==> src/rtl/tcd_pkg.sv <==
package tcd_pkg;

   typedef enum logic [1:0] {
      SP_NONE = 2'd0,
      SP_MEM  = 2'd1,
      SP_IO   = 2'd2,
      SP_CFG  = 2'd3
   } space_e;

   localparam logic [3:0] CMD_IO_RD   = 4'b0010;
   localparam logic [3:0] CMD_IO_WR   = 4'b0011;
   localparam logic [3:0] CMD_MEM_RD  = 4'b0110;
   localparam logic [3:0] CMD_MEM_WR  = 4'b0111;
   localparam logic [3:0] CMD_CFG_RD  = 4'b1010;
   localparam logic [3:0] CMD_CFG_WR  = 4'b1011;
   localparam logic [3:0] CMD_MEM_RDM = 4'b1100;
   localparam logic [3:0] CMD_DUAL    = 4'b1101;
   localparam logic [3:0] CMD_MEM_RDL = 4'b1110;
   localparam logic [3:0] CMD_MEM_WRI = 4'b1111;

   // Map a command nibble onto the window class it may hit.
   function automatic space_e cmd_space(input logic [3:0] c);
      case (c)
         CMD_MEM_RD, CMD_MEM_WR, CMD_MEM_RDM,
         CMD_MEM_RDL, CMD_MEM_WRI:   return SP_MEM;
         CMD_IO_RD, CMD_IO_WR:       return SP_IO;
         CMD_CFG_RD, CMD_CFG_WR:     return SP_CFG;
         default:                    return SP_NONE;
      endcase
   endfunction

   // Extra wait clocks after the decode clock before the claim drops.
   function automatic logic [1:0] claim_wait(input logic [1:0] spd);
      case (spd)
         2'd0:    return 2'd0;
         2'd1:    return 2'd1;
         default: return 2'd2;
      endcase
   endfunction

endpackage

==> src/rtl/tcd_addr_latch.sv <==
module tcd_addr_latch
   import tcd_pkg::*;
#(
   parameter int AD_W       = 32,
   parameter bit SUPPORT_64 = 1'b1
) (
   input  logic            clk,
   input  logic            rst_n,
   input  logic            cap_lo,
   input  logic            cap_hi,
   input  logic [AD_W-1:0] ad,
   input  logic [3:0]      cbe_n,
   input  logic            idsel,
   input  logic [1:0]      speed_mode,
   output logic [AD_W-1:0] addr_lo,
   output logic [AD_W-1:0] addr_hi,
   output logic [3:0]      cmd,
   output logic            dual_q,
   output logic            idsel_q,
   output logic [1:0]      spd_q
);

   // Low half, command, slot select and speed: first address edge only.
   always_ff @(posedge clk or negedge rst_n) begin
      if (!rst_n) begin
         addr_lo <= '0;
         cmd     <= '0;
         dual_q  <= 1'b0;
         idsel_q <= 1'b0;
         spd_q   <= '0;
      end else if (cap_lo) begin
         addr_lo <= ad;
         cmd     <= cbe_n;
         dual_q  <= (cbe_n == CMD_DUAL);
         idsel_q <= idsel;
         spd_q   <= speed_mode;
      end else if (cap_hi) begin
         cmd     <= cbe_n;
      end
   end

   // High half exists only in the 64-bit variant.
   generate
      if (SUPPORT_64) begin : g_hi
         always_ff @(posedge clk or negedge rst_n) begin
            if (!rst_n)      addr_hi <= '0;
            else if (cap_lo) addr_hi <= '0;
            else if (cap_hi) addr_hi <= ad;
         end
      end else begin : g_nohi
         assign addr_hi = '0;
      end
   endgenerate

endmodule

==> src/rtl/tcd_window_match.sv <==
module tcd_window_match
   import tcd_pkg::*;
#(
   parameter int AD_W  = 32,
   parameter int OFF_W = 12
) (
   input  logic [AD_W-1:0]   addr_lo,
   input  logic [AD_W-1:0]   addr_hi,
   input  logic [3:0]        cmd,
   input  logic              dual_q,
   input  logic              idsel_q,
   input  logic [2*AD_W-1:0] mem_base,
   input  logic [2*AD_W-1:0] mem_mask,
   input  logic [AD_W-1:0]   io_base,
   input  logic [AD_W-1:0]   io_mask,
   output logic              dec_hit,
   output logic [1:0]        dec_space,
   output logic [OFF_W-1:0]  dec_off
);

   localparam int WIDE_W = 2 * AD_W;

   space_e            cls;
   logic [WIDE_W-1:0] mem_diff;
   logic [AD_W-1:0]   io_diff;
   logic              mem_ok;
   logic              io_ok;

   assign mem_diff = ({addr_hi, addr_lo} ^ mem_base) & mem_mask;
   assign io_diff  = (addr_lo ^ io_base) & io_mask;
   assign mem_ok   = (mem_diff == '0);
   assign io_ok    = (io_diff == '0);

   always_comb begin
      cls     = cmd_space(cmd);
      dec_hit = 1'b0;
      dec_off = '0;
      case (cls)
         SP_MEM: begin
            dec_hit = mem_ok;
            dec_off = addr_lo[OFF_W-1:0] & ~mem_mask[OFF_W-1:0];
         end
         SP_IO: begin
            dec_hit = io_ok & ~dual_q;
            dec_off = addr_lo[OFF_W-1:0] & ~io_mask[OFF_W-1:0];
         end
         SP_CFG: begin
            dec_hit = idsel_q & ~dual_q;
            dec_off = addr_lo[OFF_W-1:0];
         end
         default: begin
            dec_hit = 1'b0;
         end
      endcase
      dec_space = dec_hit ? cls : SP_NONE;
   end

endmodule

==> src/rtl/tcd_claim_fsm.sv <==
module tcd_claim_fsm
   import tcd_pkg::*;
#(
   parameter bit SUPPORT_64 = 1'b1,
   parameter int OFF_W      = 12
) (
   input  logic             clk,
   input  logic             rst_n,
   input  logic             frame_n,
   input  logic             irdy_n,
   input  logic [3:0]       cbe_n,
   input  logic [1:0]       spd_q,
   input  logic             dec_hit,
   input  logic [1:0]       dec_space,
   input  logic [OFF_W-1:0] dec_off,
   output logic             cap_lo,
   output logic             cap_hi,
   output logic             dec_st,
   output logic             devsel_n,
   output logic             hit,
   output logic [1:0]       space,
   output logic [OFF_W-1:0] offset
);

   typedef enum logic [2:0] {
      ST_IDLE, ST_HI, ST_DEC, ST_WAIT, ST_CLAIM, ST_BUSY
   } st_e;

   st_e        st;
   st_e        dac_next;
   logic [1:0] cnt;
   logic [1:0] wait_n;
   logic       bus_idle;

   generate
      if (SUPPORT_64) begin : g_dac
         assign dac_next = ST_HI;
      end else begin : g_nodac
         assign dac_next = ST_BUSY;
      end
   endgenerate

   assign bus_idle = frame_n & irdy_n;
   assign wait_n   = claim_wait(spd_q);
   assign cap_lo   = (st == ST_IDLE) & ~frame_n;
   assign cap_hi   = (st == ST_HI);
   assign dec_st   = (st == ST_DEC);

   always_ff @(posedge clk or negedge rst_n) begin
      if (!rst_n) begin
         st       <= ST_IDLE;
         cnt      <= '0;
         devsel_n <= 1'b1;
         hit      <= 1'b0;
         space    <= SP_NONE;
         offset   <= '0;
      end else begin
         case (st)
            ST_IDLE: begin
               if (!frame_n) st <= (cbe_n == CMD_DUAL) ? dac_next : ST_DEC;
            end
            ST_HI: begin
               st <= bus_idle ? ST_IDLE : ST_DEC;
            end
            ST_DEC: begin
               if (bus_idle) begin
                  st <= ST_IDLE;
               end else if (dec_hit) begin
                  hit    <= 1'b1;
                  space  <= dec_space;
                  offset <= dec_off;
                  if (wait_n == 2'd0) begin
                     devsel_n <= 1'b0;
                     st       <= ST_CLAIM;
                  end else begin
                     cnt <= wait_n - 2'd1;
                     st  <= ST_WAIT;
                  end
               end else begin
                  st <= ST_BUSY;
               end
            end
            ST_WAIT: begin
               if (bus_idle) begin
                  st     <= ST_IDLE;
                  hit    <= 1'b0;
                  space  <= SP_NONE;
                  offset <= '0;
               end else if (cnt == 2'd0) begin
                  devsel_n <= 1'b0;
                  st       <= ST_CLAIM;
               end else begin
                  cnt <= cnt - 2'd1;
               end
            end
            ST_CLAIM: begin
               if (bus_idle) begin
                  st       <= ST_IDLE;
                  devsel_n <= 1'b1;
                  hit      <= 1'b0;
                  space    <= SP_NONE;
                  offset   <= '0;
               end
            end
            ST_BUSY: begin
               if (bus_idle) st <= ST_IDLE;
            end
            default: st <= ST_IDLE;
         endcase
      end
   end

endmodule

==> src/rtl/tgt_claim_decoder.sv <==
module tgt_claim_decoder
   import tcd_pkg::*;
#(
   parameter int AD_W       = 32,
   parameter int OFF_W      = 12,
   parameter bit SUPPORT_64 = 1'b1
) (
   input  logic              clk,
   input  logic              rst_n,
   input  logic              frame_n,
   input  logic              irdy_n,
   input  logic [AD_W-1:0]   ad,
   input  logic [3:0]        cbe_n,
   input  logic              idsel,
   input  logic [1:0]        speed_mode,
   input  logic [2*AD_W-1:0] mem_base,
   input  logic [2*AD_W-1:0] mem_mask,
   input  logic [AD_W-1:0]   io_base,
   input  logic [AD_W-1:0]   io_mask,
   output logic              devsel_n,
   output logic              trdy_n,
   output logic              stop_n,
   output logic              hit,
   output logic [1:0]        space,
   output logic [OFF_W-1:0]  reg_offset
);

   generate
      if (AD_W < 16) begin : g_bad_ad
         $error("tgt_claim_decoder: AD_W must be at least 16");
      end
      if (OFF_W < 2 || OFF_W > AD_W) begin : g_bad_off
         $error("tgt_claim_decoder: OFF_W must lie in 2..AD_W");
      end
   endgenerate

   logic [AD_W-1:0]  addr_lo;
   logic [AD_W-1:0]  addr_hi;
   logic [3:0]       cmd;
   logic             dual_q;
   logic             idsel_q;
   logic [1:0]       spd_q;
   logic             cap_lo;
   logic             cap_hi;
   logic             dec_st;
   logic             dec_hit;
   logic [1:0]       dec_space;
   logic [OFF_W-1:0] dec_off;

   // Data-phase handshakes belong to another block: held deasserted.
   assign trdy_n = 1'b1;
   assign stop_n = 1'b1;

   tcd_addr_latch #(
      .AD_W       (AD_W),
      .SUPPORT_64 (SUPPORT_64)
   ) u_latch (
      .clk        (clk),
      .rst_n      (rst_n),
      .cap_lo     (cap_lo),
      .cap_hi     (cap_hi),
      .ad         (ad),
      .cbe_n      (cbe_n),
      .idsel      (idsel),
      .speed_mode (speed_mode),
      .addr_lo    (addr_lo),
      .addr_hi    (addr_hi),
      .cmd        (cmd),
      .dual_q     (dual_q),
      .idsel_q    (idsel_q),
      .spd_q      (spd_q)
   );

   tcd_window_match #(
      .AD_W  (AD_W),
      .OFF_W (OFF_W)
   ) u_match (
      .addr_lo   (addr_lo),
      .addr_hi   (addr_hi),
      .cmd       (cmd),
      .dual_q    (dual_q),
      .idsel_q   (idsel_q),
      .mem_base  (mem_base),
      .mem_mask  (mem_mask),
      .io_base   (io_base),
      .io_mask   (io_mask),
      .dec_hit   (dec_hit),
      .dec_space (dec_space),
      .dec_off   (dec_off)
   );

   tcd_claim_fsm #(
      .SUPPORT_64 (SUPPORT_64),
      .OFF_W      (OFF_W)
   ) u_fsm (
      .clk       (clk),
      .rst_n     (rst_n),
      .frame_n   (frame_n),
      .irdy_n    (irdy_n),
      .cbe_n     (cbe_n),
      .spd_q     (spd_q),
      .dec_hit   (dec_hit),
      .dec_space (dec_space),
      .dec_off   (dec_off),
      .cap_lo    (cap_lo),
      .cap_hi    (cap_hi),
      .dec_st    (dec_st),
      .devsel_n  (devsel_n),
      .hit       (hit),
      .space     (space),
      .offset    (reg_offset)
   );

endmodule

==> config.mk <==
export PLATFORM = sky130hd
export DESIGN_NAME = tgt_claim_decoder
export DESIGN_NICKNAME = d
export VERILOG_FILES = /design/src/rtl/tcd_pkg.sv /design/src/rtl/tcd_addr_latch.sv /design/src/rtl/tcd_window_match.sv /design/src/rtl/tcd_claim_fsm.sv /design/src/rtl/tgt_claim_decoder.sv
export SDC_FILE = /design/constraint.sdc
export NUM_CORES = 1
export LEC_CHECK = 0
export ABC_AREA = 1
export BUFFER_PORTS_ARGS = -buffer_cell sky130_fd_sc_hd__buf_2
export CORE_MARGIN = 2
export CORE_UTILIZATION = 45
export DETAILED_ROUTE_END_ITERATION = 10
export PLACE_DENSITY = 0.75
export SLEW_MARGIN = 10
export SYNTH_ARGS = -nofsm -noshare
export SYNTH_HDL_FRONTEND = slang
export SYNTH_SLANG_ARGS = --single-unit
==> constraint.sdc <==
create_clock -name clk -period 2.6 [get_ports clk]
set_input_delay 0.13 -clock clk [delete_from_list [all_inputs] [get_ports clk]]
set_output_delay 0.13 -clock clk [all_outputs]
set_load 0.01 [all_outputs]
==> impl_table.tex <==
\begin{tabular}{lr}
\hline
Metric & Value \\
\hline
\multicolumn{2}{l}{\textbf{Outcome}} \\
Result of the run & complete, no violations \\
\multicolumn{2}{l}{\textbf{Synth}} \\
Netlist area before placement & 0.00611 sq mm \\
Share of synthesized flip-flops with an asynchronous set or reset & 1.00 \\
Post-synthesis register bit count & 93 \\
Synthesized area divided by synthesized cell count & 6.59 sq um \\
Count of different cell masters after synthesis & 36 \\
Synth Warn \# & 0 \\
Leading register cell type out of synthesis & dfrtp\_1 \\
Synth Instances & 927 \\
Count of flip-flops with a built-in enable after synthesis & 0 \\
Portion of the post-synthesis area used by sequential elements & 0.381 \\
\multicolumn{2}{l}{\textbf{Floorplan}} \\
Initial standard-cell utilization of the core & 0.462 \\
Ports placed on the boundary & 253 \\
Die Y-Extent & roughly 120 um \\
Core region area & between 0.01 and 0.015 sq mm \\
Std cell rows & 42 \\
X dimension of the die & 121 um \\
Die outline area & 0.0145 sq mm \\
\multicolumn{2}{l}{\textbf{Timing}} \\
Worst-case clock skew & 8.42 ps \\
Top achievable clock speed & 427 MHz \\
Worst slew pin tran & 608 ps \\
Fin Hold WS & about 19 ps \\
Rel. slew slack & 0.595 \\
Fin crit share & 0.901 \\
Count of endpoints failing setup in the final report & 0 \\
Final hold violations & 0 \\
Shortest clock period the worst path allows after layout & 2340 ps \\
Number of pins with negative max-slew slack in the final report & 0 \\
\multicolumn{2}{l}{\textbf{Critical path}} \\
Cell with the most instances on the worst path & nand2\_1 \\
Largest fanout of any net on the critical path & 14 \\
Largest stage delay on the critical path & approximately 400 ps \\
Endpoint arrival time on the critical path & around 2600 ps \\
Number of buffers and inverters on the critical path & 4 \\
Series of cell instances along the critical path & inv\_1 -> a21oi\_1 -> a31oi\_1 -> inv\_1 -> ha\_1 -> inv\_1 -> nand3\_1 -> nor2\_1 -> nand2\_1 -> nor2\_1 -> nand2\_1 -> nand2\_1 -> nand2\_1 -> nand2\_2 -> nand3\_2 -> nand2\_4 -> buf\_6 -> nand3\_1 -> nand2\_1 \\
Cell count of the worst reg-to-reg path & 19 \\
Slowest stage cell on the critical path & dfrtp\_1 \\
Req. time, crit path & 2880 ps \\
CP startpoint kind & flip-flop \\
Worst path depth & 19 \\
Critical path's top delay family & simple AND/OR/NAND/NOR gates \\
Reg-to-reg setup timing slack & 260 ps \\
Category of the most critical setup path & flip-flop to flip-flop \\
Nature of the critical path endpoint & flip-flop \\
\multicolumn{2}{l}{\textbf{Hold path}} \\
Count of cells along the worst hold path & 2 \\
Type of the most critical hold path & input port to flip-flop \\
\multicolumn{2}{l}{\textbf{Job}} \\
Maximum Capacitance Violations & 0 \\
\multicolumn{2}{l}{\textbf{Placement}} \\
Inst Count DP & about 1300 \\
GPL Wtd Cong & 0.862 \\
Final HPWL DP & $\sim$15 mm \\
Number of buffers inserted by port buffering & 250 \\
\multicolumn{2}{l}{\textbf{Drt}} \\
Count of nets left with antenna violations after detail routing & 0 \\
Vias after detailed routing & 6711 \\
Average routed wire per standard cell & 14.1 um \\
Total DRC errors in the routed layout & 0 \\
Detailed-route wire length & 19.0 mm \\
Via/cell ratio & 4.97 \\
Iter 0 DRT Violations & 432 \\
1st-pass router iterations & 5 \\
\multicolumn{2}{l}{\textbf{Pwr}} \\
Tot Pwr & 7.70 mW \\
Static leakage & between 4 and 5 nW \\
Ratio of total power to cell area & 975 mW/mm\^{}2 \\
Maximum ir drop on the vdd rail & 0.442 mV \\
\multicolumn{2}{l}{\textbf{Clock tree}} \\
Clock tree buffer depth & 2 \\
Number of setup buffers added after CTS & 0 \\
TritonCTS clock tree & yes \\
Clock network latency to the later pin of the worst-skew pair & about 350 ps \\
Maximum level of the CTS H-tree & 3 \\
Clock Pin Slew Worst Setup and Hold Paths & 70 ps \\
Number of buffers created by CTS & 9 \\
Root buffer cell & clkbuf\_16 \\
Clock Sinks & 93 \\
\multicolumn{2}{l}{\textbf{Layout}} \\
Number of standard cells in the final layout excluding fillers & 1350 \\
Number of nets in the final layout & 1408 \\
Share of final-layout standard cells stronger than drive strength 1 & 0.266 \\
Diodes inserted & 0 \\
Post-synthesis to final-layout area growth & 29.1\% \\
\multicolumn{2}{l}{\textbf{Global route}} \\
Number of antenna violations at the first check in global routing & 1 \\
Number of global-route vias before repair & around 6000 \\
Largest net degree at the start of global routing & 54 \\
Global-route wire length before repair & 29.7 mm \\
Global router's overall resource usage & 0.264 \\
Total overflow reported by the global router & 0 \\
\hline
\end{tabular}
-- synth_stat cells, types with 4 or more instances --
cell / n / area [sq um]
o211ai_1: 10 / 75.1
inv_1: 133 / 499
nand4_1: 5 / 31.3
nor2_1: 59 / 221
o22ai_1: 13 / 81.3
clkbuf_1: 23 / 86.3
nand3_1: 132 / 661
o21ai_0: 66 / 330
a21oi_1: 6 / 30.0
or2_1: 26 / 163
ha_1: 4 / 50.1
a2111oi_0: 10 / 87.6
nand2_1: 292 / 1100
dfrtp_1: 92 / 2300
or2_2: 24 / 150
-- metal layers --
metal	vias up	part of all wire	wire length [um]	GRT usage
met4	2	0.024	465	0.0923
met5	-	0.00068	13	0
met1	2977	0.43	8120	0.341
met2	270	0.47	9010	0.445
li1	3430	-	-	-
met3	32	0.076	1440	0.0491
-- cells by family (layout without fill, tap and decap cells) --
family          Yosys count  count (layout)  synth area share
simple gates            549             549             0.391
buf+inv                 166             412             0.108
compound gates          112             112             0.108
flops                    93              93             0.381
fa+ha+maj                 4               4           0.00819
other cells               1               2          0.000613
xor+xnor                  1               1           0.00143
mux                       1               1           0.00184
-- power by group --
part	switching [mW]	internal, mW	total, mW
sequential	0.645	2.13	2.78
combinational	2.13	1.35	3.48
clock	0.573	0.867	1.44
total	3.35	4.35	7.70
-- layout by cell type (no fill, tap or decap), types with 2 or more instances in the layout --
cell type  synthesis  routed
a21oi_1            6       6
inv_1            133     133
or2_1             26      26
or2_2             24      24
o22ai_1           13      13
buf_12             1       2
nor2_2             2       2
nand3_1          132     132
buf_2              3     249
bufinv_16          0       2
o211ai_1          10      10
clkinv_2           0       2
o21ai_0           66      66
nand2_4            0       3
dfrtp_1           92      92
ha_1               4       4
nor3_1             3       3
inv_2              3       3
nand4_1            5       5
o2111a_1           2       2
clkbuf_16          0       9
a2111oi_0         10      10
conb_1             1       2
nand2_1          292     291
buf_4              2       7
nor2_1            59      59
-- state kept, by name (all words and copies together) (netlist names), 2 cells and up --
name and count:
u_latch.cmd 4, u_fsm.space 2, u_latch.addr_hi 32, u_fsm.st 3, u_fsm.offset 12, u_fsm.cnt 2, u_latch.addr_lo 32, u_latch.spd_q 2
-- final cells by class --
type / instances / area (sq um)
Clock inverter: 6 / 86.3
Clock buffer: 10 / 239
Sequential cell: 93 / 2330
Tap cell: 176 / 220
Fill cell: 1333 / 5350
Timing Repair Buffer: 260 / 1360
Multi-Input combinational cell: 669 / 3150
Inverter: 136 / 510
-- path summary, 6_finish.rpt --
check                               start                  end
min in group asynchronous           rst_n   u_latch.addr_lo[0]
max                        u_latch.cmd[2]      u_fsm.offset[4]
max reg2reg                u_latch.cmd[2]      u_fsm.offset[4]
min reg2reg                u_fsm.devsel_n       u_fsm.devsel_n
max in group asynchronous           rst_n  u_latch.addr_hi[21]
min                                 idsel      u_latch.idsel_q
-- per-stage QoR --
step,instance area (sq um),setup slack [ps],util,setup TNS (ps)
after CTS,7880,209,0.595,0
after floorplan,6120,346,-,0
after global routing,7890,-7.88,0.596,-12.8
after detailed placement,7540,214,0.570,0
final,7890,258,0.596,0
after global placement,7540,321,0.570,0
-- what timing repair did --
| action | 4_1_cts | 5_1_grt |
|---|---|---|
| hold buffers | 1 | 0 |
| endpoints found under the setup margin | 0 | 15 |
| gates resized for setup | 0 | 3 |
| hold endpoints to repair | 42 | 0 |
Note: power is estimated with default switching activity, not from simulation.
